File: src/rtl/abd_pkg.sv
package abd_pkg;

    localparam int BIT_TIMES   = 9;
    localparam int ROUND_BIAS  = 4;
    localparam logic [7:0] CONFIRM_BYTE = 8'h55;

    typedef enum logic [3:0] {
        ST_HUNT,
        ST_MEAS,
        ST_DIV,
        ST_ACK_GO,
        ST_ACK,
        ST_CWAIT,
        ST_CRX,
        ST_LOCK,
        ST_FAIL
    } abd_state_e;

    typedef struct packed {
        logic       q;
        logic [3:0] rem;
    } div_step_t;

    // one restoring-division step by nine
    function automatic div_step_t div9_step(input logic [3:0] rem_in, input logic nxt);
        logic [4:0] trial;
        div_step_t  r;
        trial = {rem_in, nxt};
        if (trial >= 5'(BIT_TIMES)) begin
            r.q   = 1'b1;
            r.rem = 4'(trial - 5'(BIT_TIMES));
        end else begin
            r.q   = 1'b0;
            r.rem = trial[3:0];
        end
        return r;
    endfunction

endpackage

File: src/rtl/abd_rx_filter.sv
module abd_rx_filter #(
    parameter int GLITCH = 3,
    localparam int GW = $clog2(GLITCH) + 1
) (
    input  logic clk,
    input  logic rst,
    input  logic rx_raw,
    output logic rx_clean
);
    logic [1:0]    sync_q;
    logic [GW-1:0] run_q;

    always_ff @(posedge clk) begin
        if (rst) begin
            sync_q   <= 2'b00;
            run_q    <= '0;
            rx_clean <= 1'b0;
        end else begin
            sync_q <= {sync_q[0], rx_raw};
            if (sync_q[1] != rx_clean) begin
                if (run_q == GW'(GLITCH - 1)) begin
                    rx_clean <= sync_q[1];
                    run_q    <= '0;
                end else begin
                    run_q <= run_q + 1'b1;
                end
            end else begin
                run_q <= '0;
            end
        end
    end
endmodule

File: src/rtl/abd_div9.sv
module abd_div9
    import abd_pkg::*;
#(
    parameter int DVD_W = 21,
    parameter int QW    = 18,
    localparam int IW   = $clog2(DVD_W + 1)
) (
    input  logic             clk,
    input  logic             rst,
    input  logic             start,
    input  logic [DVD_W-1:0] dividend,
    output logic             done,
    output logic [QW-1:0]    quot
);
    logic [DVD_W-1:0] dvd_q;
    logic [3:0]       rem_q;
    logic [IW-1:0]    left_q;
    logic             busy_q;
    div_step_t        step;

    always_comb step = div9_step(rem_q, dvd_q[DVD_W-1]);

    always_ff @(posedge clk) begin
        if (rst) begin
            dvd_q  <= '0;
            rem_q  <= '0;
            left_q <= '0;
            busy_q <= 1'b0;
            done   <= 1'b0;
            quot   <= '0;
        end else begin
            done <= 1'b0;
            if (start) begin
                dvd_q  <= dividend;
                rem_q  <= '0;
                quot   <= '0;
                left_q <= IW'(DVD_W);
                busy_q <= 1'b1;
            end else if (busy_q) begin
                dvd_q  <= dvd_q << 1;
                rem_q  <= step.rem;
                quot   <= {quot[QW-2:0], step.q};
                left_q <= left_q - 1'b1;
                if (left_q == IW'(1)) begin
                    busy_q <= 1'b0;
                    done   <= 1'b1;
                end
            end
        end
    end
endmodule

File: src/rtl/abd_ack_tx.sv
module abd_ack_tx #(
    parameter int DIV_W = 18
) (
    input  logic             clk,
    input  logic             rst,
    input  logic             start,
    input  logic [DIV_W-1:0] div,
    output logic             done,
    output logic             tx
);
    logic [3:0]       bit_q;
    logic [DIV_W-1:0] tick_q;
    logic             busy_q;

    always_ff @(posedge clk) begin
        if (rst) begin
            bit_q  <= '0;
            tick_q <= '0;
            busy_q <= 1'b0;
            done   <= 1'b0;
            tx     <= 1'b1;
        end else begin
            done <= 1'b0;
            if (start) begin
                busy_q <= 1'b1;
                bit_q  <= '0;
                tick_q <= DIV_W'(1);
                tx     <= 1'b0;
            end else if (busy_q) begin
                if (tick_q == div) begin
                    tick_q <= DIV_W'(1);
                    if (bit_q == 4'd9) begin
                        busy_q <= 1'b0;
                        done   <= 1'b1;
                    end else begin
                        bit_q <= bit_q + 1'b1;
                        tx    <= (bit_q >= 4'd8);
                    end
                end else begin
                    tick_q <= tick_q + 1'b1;
                end
            end
        end
    end
endmodule

File: src/rtl/autobaud_sync.sv
module autobaud_sync
    import abd_pkg::*;
#(
    parameter int CNT_W   = 20,
    parameter int MIN_LOW = 36,
    parameter int GLITCH  = 3,
    localparam int DIV_W  = CNT_W - 2
) (
    input  logic             clk,
    input  logic             rst,
    input  logic             rx,
    output logic             tx,
    output logic [DIV_W-1:0] baud_div,
    output logic             locked,
    output logic             error
);
    localparam int DVD_W = CNT_W + 1;
    localparam logic [CNT_W-1:0] CNT_MAX = '1;
    localparam logic [CNT_W-1:0] MIN_C   = CNT_W'(MIN_LOW);

    abd_state_e       state;
    logic             rxf, rxf_prev, fall;
    logic [CNT_W-1:0] meas_cnt;
    logic [DIV_W-1:0] t_q, target;
    logic [3:0]       bidx;
    logic [7:0]       sh;
    logic             div_start, div_done, ack_done;
    logic [DIV_W-1:0] quot;

    abd_rx_filter #(.GLITCH(GLITCH)) filt_i (
        .clk(clk), .rst(rst), .rx_raw(rx), .rx_clean(rxf)
    );

    assign div_start = (state == ST_MEAS) && rxf && (meas_cnt >= MIN_C);

    abd_div9 #(.DVD_W(DVD_W), .QW(DIV_W)) div_i (
        .clk(clk), .rst(rst), .start(div_start),
        .dividend({1'b0, meas_cnt} + DVD_W'(ROUND_BIAS)),
        .done(div_done), .quot(quot)
    );

    abd_ack_tx #(.DIV_W(DIV_W)) ack_i (
        .clk(clk), .rst(rst), .start(state == ST_ACK_GO),
        .div(baud_div), .done(ack_done), .tx(tx)
    );

    assign fall   = rxf_prev & ~rxf;
    assign target = (bidx == 4'd0) ? (baud_div >> 1) : baud_div;

    always_ff @(posedge clk) begin
        if (rst) begin
            state    <= ST_HUNT;
            rxf_prev <= 1'b0;
            meas_cnt <= '0;
            baud_div <= '0;
            locked   <= 1'b0;
            error    <= 1'b0;
            t_q      <= '0;
            bidx     <= '0;
            sh       <= '0;
        end else begin
            rxf_prev <= rxf;
            case (state)
                ST_HUNT: if (fall) begin
                    meas_cnt <= CNT_W'(1);
                    state    <= ST_MEAS;
                end
                ST_MEAS: begin
                    if (!rxf) begin
                        if (meas_cnt == CNT_MAX) state <= ST_HUNT;
                        else meas_cnt <= meas_cnt + 1'b1;
                    end else if (meas_cnt < MIN_C) begin
                        state <= ST_HUNT;
                    end else begin
                        state <= ST_DIV;
                    end
                end
                ST_DIV: if (div_done) begin
                    baud_div <= quot;
                    state    <= ST_ACK_GO;
                end
                ST_ACK_GO: state <= ST_ACK;
                ST_ACK:    if (ack_done) state <= ST_CWAIT;
                ST_CWAIT: if (fall) begin
                    t_q   <= DIV_W'(1);
                    bidx  <= '0;
                    state <= ST_CRX;
                end
                ST_CRX: begin
                    if (t_q == target) begin
                        t_q  <= DIV_W'(1);
                        bidx <= bidx + 1'b1;
                        if (bidx == 4'd0) begin
                            if (rxf) state <= ST_CWAIT;
                        end else if (bidx <= 4'd8) begin
                            sh <= {rxf, sh[7:1]};
                        end else if (rxf && sh == CONFIRM_BYTE) begin
                            locked <= 1'b1;
                            state  <= ST_LOCK;
                        end else begin
                            error <= 1'b1;
                            state <= ST_FAIL;
                        end
                    end else begin
                        t_q <= t_q + 1'b1;
                    end
                end
                default: state <= state;
            endcase
        end
    end
endmodule

File: config.mk
export PLATFORM = sky130hd
export DESIGN_NAME = autobaud_sync
export DESIGN_NICKNAME = d
export VERILOG_FILES = /design/src/rtl/abd_pkg.sv /design/src/rtl/abd_rx_filter.sv /design/src/rtl/abd_div9.sv /design/src/rtl/abd_ack_tx.sv /design/src/rtl/autobaud_sync.sv
export SDC_FILE = /design/constraint.sdc
export NUM_CORES = 1
export LEC_CHECK = 0
export BUFFER_PORTS_ARGS = -buffer_cell sky130_fd_sc_hd__buf_2
export CORE_ASPECT_RATIO = 1.75
export CORE_MARGIN = 8
export CORE_UTILIZATION = 27
export DETAILED_ROUTE_END_ITERATION = 10
export GPL_TIMING_DRIVEN = 0
export PLACE_DENSITY = 0.4
export SETUP_SLACK_MARGIN = 0.3
export SYNTH_ARGS = -nofsm -noshare
export SYNTH_HDL_FRONTEND = slang
export SYNTH_SLANG_ARGS = --single-unit
File: constraint.sdc
create_clock -name clk -period 4.6 [get_ports clk]
set_input_delay 0.23 -clock clk [delete_from_list [all_inputs] [get_ports clk]]
set_output_delay 0.23 -clock clk [all_outputs]
set_load 0.1 [all_outputs]
# == After elaboration in Yosys (flattened, before gate mapping) ==
# Cells that the tools add are included.
# classes
n_reduce_logical,27
n_lt_le_gt_ge,5
n_eq_ne,25
muxes,45
bitwise_logic,10
n_addsub,9
# op_table
cell,count
2-to-1 mux 18 bit,4
2-to-1 mux 20 bit,3
2-to-1 mux 4 bit,13
2-to-1 mux 21 bit,2
case mux 20 bit (2 select lines),1
adder 18 x 1 -> 18 bit (second input constant),2
== test 18 bit,2
case mux 18 bit (2 select lines),1
case mux 4 bit (7 select lines),1
adder 20 x 3 -> 21 bit (second input constant),1
adder 20 x 1 -> 20 bit (second input constant),1
== test 20 bit (second input constant),1
>= comparator 20 x 6 -> 1 bit (second input constant),1
< comparator 20 x 6 -> 1 bit (second input constant),1
2-to-1 mux 1 bit,15
2-to-1 mux 5 bit,3
== test 4 x 3 -> 1 bit (second input constant),3
inequality test 2 bit (second input constant),5
AND reduction 5 bit,2
nonzero test 2 bit,5
NOT 1 bit,9
AND reduction 3 bit,3
AND reduction 9 bit,1
adder 4 x 1 -> 4 bit (second input constant),2
other kinds (28),39
# totals
input_bits,3
register_bits,156
out_inout_bits,21

# == Logic depth before layout (Yosys ltp) ==
# Gate-level depths: netlist of run 1.
# logic_depth
word_depth,7
depth_mapped,13
depth_no_buf,9

# == Hierarchy ==
# From an unflattened synthesis of run 1, not the netlist that was laid out.
# unflattened
cells_unflattened,974
hier_area_um2,8172.8
# by_module_without_submodules
module,n_inst,area_each_um2,cells_each
autobaud_sync,1,4320.4,554
abd_div9,1,2192.1,240
abd_ack_tx,1,1432.6,158
abd_rx_filter,1,227.7,22

# == Least setup slack after synthesis of run 1 ==
# Ideal clock, no wire load.
# synth_timing
kind,reg2reg
startpoint,reg baud_div[10]
endpoint,reg t_q[8]
setup_time_ns,0.122
path_buffers,2
slack_ns,1.635
period_less_slack_ns,2.965
stages_incl_launch_ff,10
required_time_ns,4.478
t_arrival_ns,2.843
cell_sequence,dfxtp_1 -> inv_1 -> a222oi_1 -> o21ai_0 -> a211o_1 -> or3_1 -> clkbuf_1 -> buf_2 -> and4_1 -> a221o_1
# synth_via
elab_chain_cells,4
# synth_rtl
element,line_no,text
from (decl),autobaud_sync.sv:13,"output logic [DIV_W-1:0] baud_div,"
from (signal assigned),autobaud_sync.sv:79,baud_div <= quot;
2-to-1 mux 18 bit,autobaud_sync.sv:48,assign target = (bidx == 4'd0) ? (baud_div >> 1) : baud_div;
== test 18 bit,autobaud_sync.sv:90,if (t_q == target) begin
2-to-1 mux 18 bit,autobaud_sync.sv:90,
case mux 18 bit (2 select lines),autobaud_sync.sv:63,case (state)
to (signal assigned),autobaud_sync.sv:105,t_q <= t_q + 1'b1;
to (decl),autobaud_sync.sv:24,"logic [DIV_W-1:0] t_q, target;"
# No other way between the ends.
# A chain may end at the register's enable or synchronous reset.

# == Worst setup path in the final report of run 1 ==
# layout_timing
startpoint,reg bidx[0]
endpoint,reg bidx[1]
# layout_via
elab_chain_cells,5
# layout_rtl
element,line_no,text
from (decl),autobaud_sync.sv:25,logic [3:0] bidx;
from (signal assigned),autobaud_sync.sv:92,bidx <= bidx + 1'b1;
logical NOT 4 bit,autobaud_sync.sv:48,
2-to-1 mux 18 bit,autobaud_sync.sv:48,
== test 18 bit,autobaud_sync.sv:90,
inequality test 2 bit (no line),-,
AND reduction 3 bit (no line),-,
# Parallel ways exist; a longest one is shown, timed or not. The select of a mux whose other input is x is not followed.

==> results.sh, run 1 <==
export IMPL_drtIter0Drc=243
export IMPL_finalWeightedCongestion=0.849
export IMPL_drcViolationCount=0
export IMPL_leakage_nw=3.35
export IMPL_ys_ff_latch=156
export IMPL_synth_sequential_area_ratio_pct=40.0
export IMPL_slew_viol_final=0
export IMPL_tightest_slew_ns=0.953
export IMPL_place_detailed_hpwl_um=18100
export IMPL_cp_end_kind="register"
export IMPL_ctsLongestPathBuffers=2
export IMPL_async_flop_share_pct=0
export IMPL_wirelength_um=23700
export IMPL_grt_overflow=0
export IMPL_antenna_cells=0
export IMPL_cts_buffers=17
export IMPL_grt_max_degree=17
export IMPL_p_seq_share_pct=44.3
export IMPL_synth_top_flop_cell="dfxtp_1"
export IMPL_avgViaCountPerCell=4.80
export IMPL_dpl_instance_area_sq_um=8390
export IMPL_layout_nets=993
export IMPL_hold_class="reg2reg"
export IMPL_path_clk_slew_ns=0.06
export IMPL_finalCritPeriodShare_pct=69.6
export IMPL_clock_sinks=156
export IMPL_setup_viol_count_final=0
export IMPL_period_minus_slack_ns=3.20
export IMPL_multi_input_area_sq_um=4340
export IMPL_combPwrFrac_pct=6.9
export IMPL_post_route_cells_drive_above_1_share_pct=6.60
export IMPL_die_area_sq_um=34800
export IMPL_core_sq_um=28500
export IMPL_io_pins=24
export IMPL_synth_area_per_cell_sq_um=8.40
export IMPL_postCtsSetupBuffers=0
export IMPL_synth_nets=951
export IMPL_antenna_found_initial=0
export IMPL_cp_start_kind="register"
export IMPL_routedWlPerCell_um=17.4
export IMPL_yosysUniqueCellTypes=63
export IMPL_switching_share_pct=24.8
export IMPL_rsz0062_at_grt="no"
export IMPL_ff_latch_area_sq_um=3120
export IMPL_clk_insertion_delay_late_ns=0.44
export IMPL_ir_drop_mv=0.272
export IMPL_pwr_share_clk_pct=48.8
export IMPL_cts_tree="built"
export IMPL_synth_edff_count=0
export IMPL_p_switching_w=0.000777
export IMPL_grtUsageTotal_pct=14.4
export IMPL_nFillCells=3163
export IMPL_htreeDepth=4
export IMPL_vias=6536
export IMPL_ys_warn_count=0
export IMPL_std_cell_rows=82
export IMPL_power_internal_w=0.00236
export IMPL_cts_root_buf="clkbuf_16"
export IMPL_crit_path_max_fanout=10
export IMPL_syn_inst=930
export IMPL_cp_arrival_ns=3.52
export IMPL_drt_pass1_iter_count=4
export IMPL_ant_nets=0
export IMPL_p_per_area_nw_per_um2=347
export IMPL_ff2ff_setup_slack_ns=1.40
export IMPL_die_w_um=145
export IMPL_design_area_sq_um=9030
export IMPL_drv_cap=0
export IMPL_numPortBuffers=22
export IMPL_path_class="reg2reg"
export IMPL_fin_skew_ns=0.00944
export IMPL_fmax_ghz=0.312
export IMPL_slew_headroom_pct=34.8
export IMPL_setup_tns_ns=0
export IMPL_final_hold_viol_count=0
export IMPL_required_ns=4.91
export IMPL_start_util_pct=27.4
export IMPL_syn_to_final_growth_pct=15.7
export IMPL_status="finished clean"
export IMPL_grt_pass1_wl_um=37400
export IMPL_grt_pass1_vias=6719
export IMPL_die_h_um=241
export IMPL_syn_cell_area_sq_um=7810
synth_stat cells (6+ instances only):
cell type	n	area share (%)
nor2_1	97	4.7
a211oi_1	40	3.8
or3_1	6	0.48
mux2i_1	37	4.7
nor2b_1	31	2.5
ha_1	18	2.9
and4_1	7	0.79
nor3_1	14	0.90
nand4_1	18	1.4
clkbuf_1	48	2.3
and2_1	6	0.48
xnor2_1	43	4.8
xor2_1	56	6.3
a31oi_1	8	0.64
dfxtp_1	156	40
o21ai_1	7	0.45
nor4_1	17	1.4
a21oi_1	42	2.7
and3_1	23	1.8
nand2_1	106	5.1
inv_1	36	1.7
nand3_1	28	1.8
o21ai_0	13	0.83
power groups by stage:
stage	logic, W	registers [W]	clock network, W
6_report	0.000218	0.00139	0.00153
3_3_place_gp	0.000221	0.00142	0
4_1_cts	0.000220	0.00139	0.00158
3_5_place_dp	0.000219	0.00142	0
2_1_floorplan	0.000145	0.00143	0
5_1_grt	0.000242	0.00139	0.00163
worst max-delay path: stages, from the launching register on:
cell       delay [ns]
dfxtp_1          0.35
inv_1            0.07
ha_1             0.17
nor3b_2          0.39
buf_2            0.33
nand2_1          0.08
a32oi_1          0.22
o211ai_1         0.13
or3_1            0.32
clkbuf_1         0.21
buf_2            0.26
buf_2            0.22
o2111ai_1        0.21
o21ai_1          0.09
cell type report:
class / instances / area share (%)
plain buffers: 55 / 2.35
inverters: 36 / 1.50
clock inverters: 13 / 2.09
multi-input cells: 683 / 48.0
repair buffers: 23 / 1.33
well taps: 378 / 5.24
clock buffers: 19 / 4.90
flip-flops and latches: 156 / 34.6
routing by layer:
layer | routed length [um] | vias up | share of wire [%] | global-route usage [%]
met5 | 0 | - | 0 | 0
met4 | 831 | 0 | 3.5 | 6.72
met3 | 743 | 49 | 3.1 | 3.31
met2 | 13400 | 91 | 57 | 28.3
met1 | 8650 | 3082 | 37 | 13.5
li1 | - | 3314 | - | -
cell families (layout without fill, tap and decap cells):
group | count (synthesis) | in the layout | share of synthesized area [%]
xor gates and xnor gates | 99 | 99 | 11.1
AOI/OAI and AO/OA | 149 | 149 | 12.7
and+or+nand+nor | 380 | 380 | 24.1
muxes | 37 | 37 | 4.74
adders and majority gates | 18 | 18 | 2.88
DFF | 156 | 156 | 40.0
buffers and inverters | 91 | 146 | 4.46
worst paths after layout:
kind	depth (start not counted)	end	from
worst min register to register	1	filt_i.sync_q[1]	filt_i.sync_q[0]
worst max-delay path	13	bidx[1]	bidx[0]
worst max register to register	13	bidx[1]	bidx[0]
worst min-delay path	1	filt_i.sync_q[1]	filt_i.sync_q[0]
state kept, by name (all words and copies together) (netlist names), 5 cells and up:
name,count
sh,8
baud_div,18
ack_i.tick_q,18
t_q,18
div_i.quot,18
meas_cnt,20
div_i.dvd_q,21
div_i.left_q,5
what timing repair did:
action | CTS | global route
hold buffers | 1 | 0
endpoints found under the hold margin | 1 | 0
gates resized for setup | 0 | 0
metrics by stage:
stage          hold WS (ns)  power [W]  setup slack (ns)  utilization [%]  cells
2_1_floorplan         0.358    0.00157              1.64                -    930
6_report              0.433    0.00314              1.40             31.7   1363
3_3_place_gp          0.418    0.00164              1.30             29.4   1330
5_1_grt               0.466    0.00326              1.09             31.7   1363
4_1_cts               0.437    0.00319              1.29             31.7   1363
3_5_place_dp          0.422    0.00164              1.29             29.4   1330
layout by cell type, fill, tap and decap left out, drive strengths merged, types with 3 or more instances in the layout:
cell type and instances:
ha 18, nor3 14, or3 6, nand4 18, nand3 28, bufinv 4
o211ai 5, dfxtp 156, xor2 56, nor4 17, nand2 106, or2 5
a211oi 40, mux2i 37, nor2b 31, nor2 98, nor3b 3, o22ai 4
and2 6, or4 4, or3b 3, and4 7, nand4b 3, clkbuf 67
buf 29, o2bb2ai 4, and3 23, a31oi 8, xnor2 43, inv 38
o21ai 20, clkinv 5, a21oi 42
(Power assumes the default switching activity.)
==> run 2, diff against run 1 <==
Clock period 4.6 ns to 3.3 ns, I/O delays scaled along.
==> results.sh, run 2 (synthesis results as in run 1) <==
export IMPL_status="finished clean"
export IMPL_power_internal_w=0.00329
export IMPL_numPortBuffers=22
export IMPL_ir_drop_mv=0.378
export IMPL_p_switching_w=0.00108
export IMPL_final_hold_viol_count=0
export IMPL_finalCritPeriodShare_pct=86.4
export IMPL_postLayoutCoreUtil_pct=31.9
export IMPL_tightest_slew_ns=0.767
export IMPL_grt_pass1_vias=6732
export IMPL_die_h_um=241
export IMPL_grtUsageTotal_pct=14.4
export IMPL_regMostFlops="div_i.dvd_q"
export IMPL_combPwrFrac_pct=7.1
export IMPL_top_regs="div_i.dvd_q: 21 flops, meas_cnt: 20 flops"
export IMPL_std_cell_rows=82
export IMPL_antenna_cells=0
export IMPL_avgViaCountPerCell=4.79
export IMPL_crit_path_max_fanout=10
export IMPL_mostFrequentLayoutCell="dfxtp_1"
export IMPL_clk_insertion_delay_late_ns=0.45
export IMPL_grt_pass1_wl_um=37500
export IMPL_dp_cells=1330
export IMPL_path_class="reg2reg"
export IMPL_min_path_cells=1
export IMPL_dp_worst_setup_slack_ns=-0.00508
export IMPL_crit_top_cell="buf_4"
export IMPL_clock_sinks=156
export IMPL_die_w_um=145
export IMPL_multi_input_area_sq_um=4370
export IMPL_ant_nets=0
export IMPL_reg2reg_depth=13
export IMPL_required_ns=3.62
export IMPL_design_area_sq_um=9110
export IMPL_ff_latch_area_sq_um=3120
export IMPL_core_sq_um=28500
export IMPL_ff2ff_setup_slack_ns=0.45
export IMPL_setup_viol_count_final=0
export IMPL_wirelength_um=23700
export IMPL_syn_to_final_growth_pct=16.6
export IMPL_fin_skew_ns=0.0111
export IMPL_cts_buffers=17
export IMPL_switching_share_pct=24.7
export IMPL_period_minus_slack_ns=2.85
export IMPL_drtIter0Drc=228
export IMPL_cp_end_kind="register"
export IMPL_holdCritStartpoint="filt_i.sync_q[0]"
export IMPL_finalNonFillerCells=1364
export IMPL_hold_class="reg2reg"
export IMPL_routedWlPerCell_um=17.4
export IMPL_htreeDepth=4
export IMPL_worstReg2RegStart="bidx[1]"
export IMPL_worst_slack_ns=0.449
export IMPL_reg2reg_to="bidx[1]"
export IMPL_ctsLongestPathBuffers=2
export IMPL_cp_arrival_ns=3.17
export IMPL_antenna_found_initial=0
export IMPL_p_seq_share_pct=44.2
export IMPL_layout_common_cells="155 x dfxtp_1, 106 x nand2_1, 97 x nor2_1"
export IMPL_setup_tns_ns=0
export IMPL_largest_register_ffs=21
export IMPL_die_area_sq_um=34800
export IMPL_post_route_cells_drive_above_1_share_pct=8.52
export IMPL_leakage_nw=3.39
export IMPL_drcViolationCount=0
export IMPL_fmax_ghz=0.351
export IMPL_vias=6538
export IMPL_cts_root_buf="clkbuf_16"
export IMPL_nFillCells=3154
export IMPL_grt_max_degree=17
export IMPL_layout_nets=994
export IMPL_drv_cap=0
export IMPL_place_detailed_hpwl_um=18100
export IMPL_p_per_area_nw_per_um2=481
export IMPL_slew_headroom_pct=48.9
export IMPL_finalWeightedCongestion=0.849
export IMPL_crit_chain="inv_1 -> ha_2 -> or3b_1 -> buf_6 -> mux2i_1 -> o22ai_1 -> a211o_1 -> or3_1 -> clkbuf_4 -> buf_4 -> buf_4 -> o2111ai_2 -> o21ai_1"
export IMPL_dpl_instance_area_sq_um=8390
export IMPL_grt_overflow=0
export IMPL_start_util_pct=27.4
export IMPL_rsz0062_at_grt="no"
export IMPL_cp_start_kind="register"
export IMPL_min_delay_worst_endpoint="filt_i.sync_q[1]"
export IMPL_cts_tree="built"
export IMPL_drt_pass1_iter_count=4
export IMPL_cpPeakStageDelay_ns=0.36
export IMPL_io_pins=24
export IMPL_crit_slowest_cell="or3b_1"
export IMPL_path_clk_slew_ns=0.06
export IMPL_pwr_share_clk_pct=48.7
export IMPL_slew_viol_final=0
-- run 2: routing by layer --
layer	GRT usage, %	routed length (um)
met2	28.4	13500
met5	0	0
met1	13.5	8780
met3	3.31	680
met4	6.56	727
-- run 2: worst max path at each step --
stage	cells past startpoint	slack [ns]	from	to
2_1_floorplan	9	0.34	baud_div[10]	t_q[8]
6_report	13	0.45	bidx[1]	bidx[1]
5_1_grt	12	0.30	bidx[0]	sh[0]
3_5_place_dp	10	-0.005	meas_cnt[3]	meas_cnt[13]
4_1_cts	9	0.32	meas_cnt[4]	state[3]
3_3_place_gp	10	0.002	meas_cnt[3]	meas_cnt[13]
-- run 2: area by class of cell --
class                   instances  share of cell area [%]
multi-input cells             683                    48.0
flip-flops and latches        156                    34.3
well taps                     378                    5.19
clock buffers                  19                    4.86
plain buffers                  55                    2.65
clock inverters                13                    2.07
inverters                      36                    1.48
repair buffers                 24                    1.40
-- run 2: metrics by stage --
step / hold slack [ns] / power (W)
global route: 0.466 / 0.00455
finish: 0.433 / 0.00438
detailed placement: 0.394 / 0.00228
global placement: 0.395 / 0.00229
floorplan: 0.293 / 0.00219
CTS: 0.437 / 0.00445
-- run 2: what timing repair did --
action | 4_1_cts | 5_1_grt
pin swaps | 1 | 2
buffers inserted | 0 | 1
hold endpoints to repair | 1 | 0
gates resized for setup | 12 | 22
gates cloned | 0 | 0
hold buffers | 1 | 0
setup endpoints to repair | 41 | 78
-- run 2: worst max-delay path, delay by kind of cell, from the launching register on --
family                   cells  cell delay [ns]
AND/OR/NAND/NOR              2             0.70
flip-flops                   1             0.34
AO/OA/AOI/OAI                4             0.57
multiplexers                 1             0.14
adder cells (fa/ha/maj)      1             0.18
buffers and inverters        5             0.80
-- run 2: power by group through the flow --
stage | registers [W] | logic [W] | clock network, W
2_1_floorplan | 0.00199 | 0.000202 | 0
3_3_place_gp | 0.00198 | 0.000308 | 0
3_5_place_dp | 0.00198 | 0.000306 | 0
4_1_cts | 0.00194 | 0.000312 | 0.00220
5_1_grt | 0.00194 | 0.000343 | 0.00227
6_report | 0.00193 | 0.000310 | 0.00213
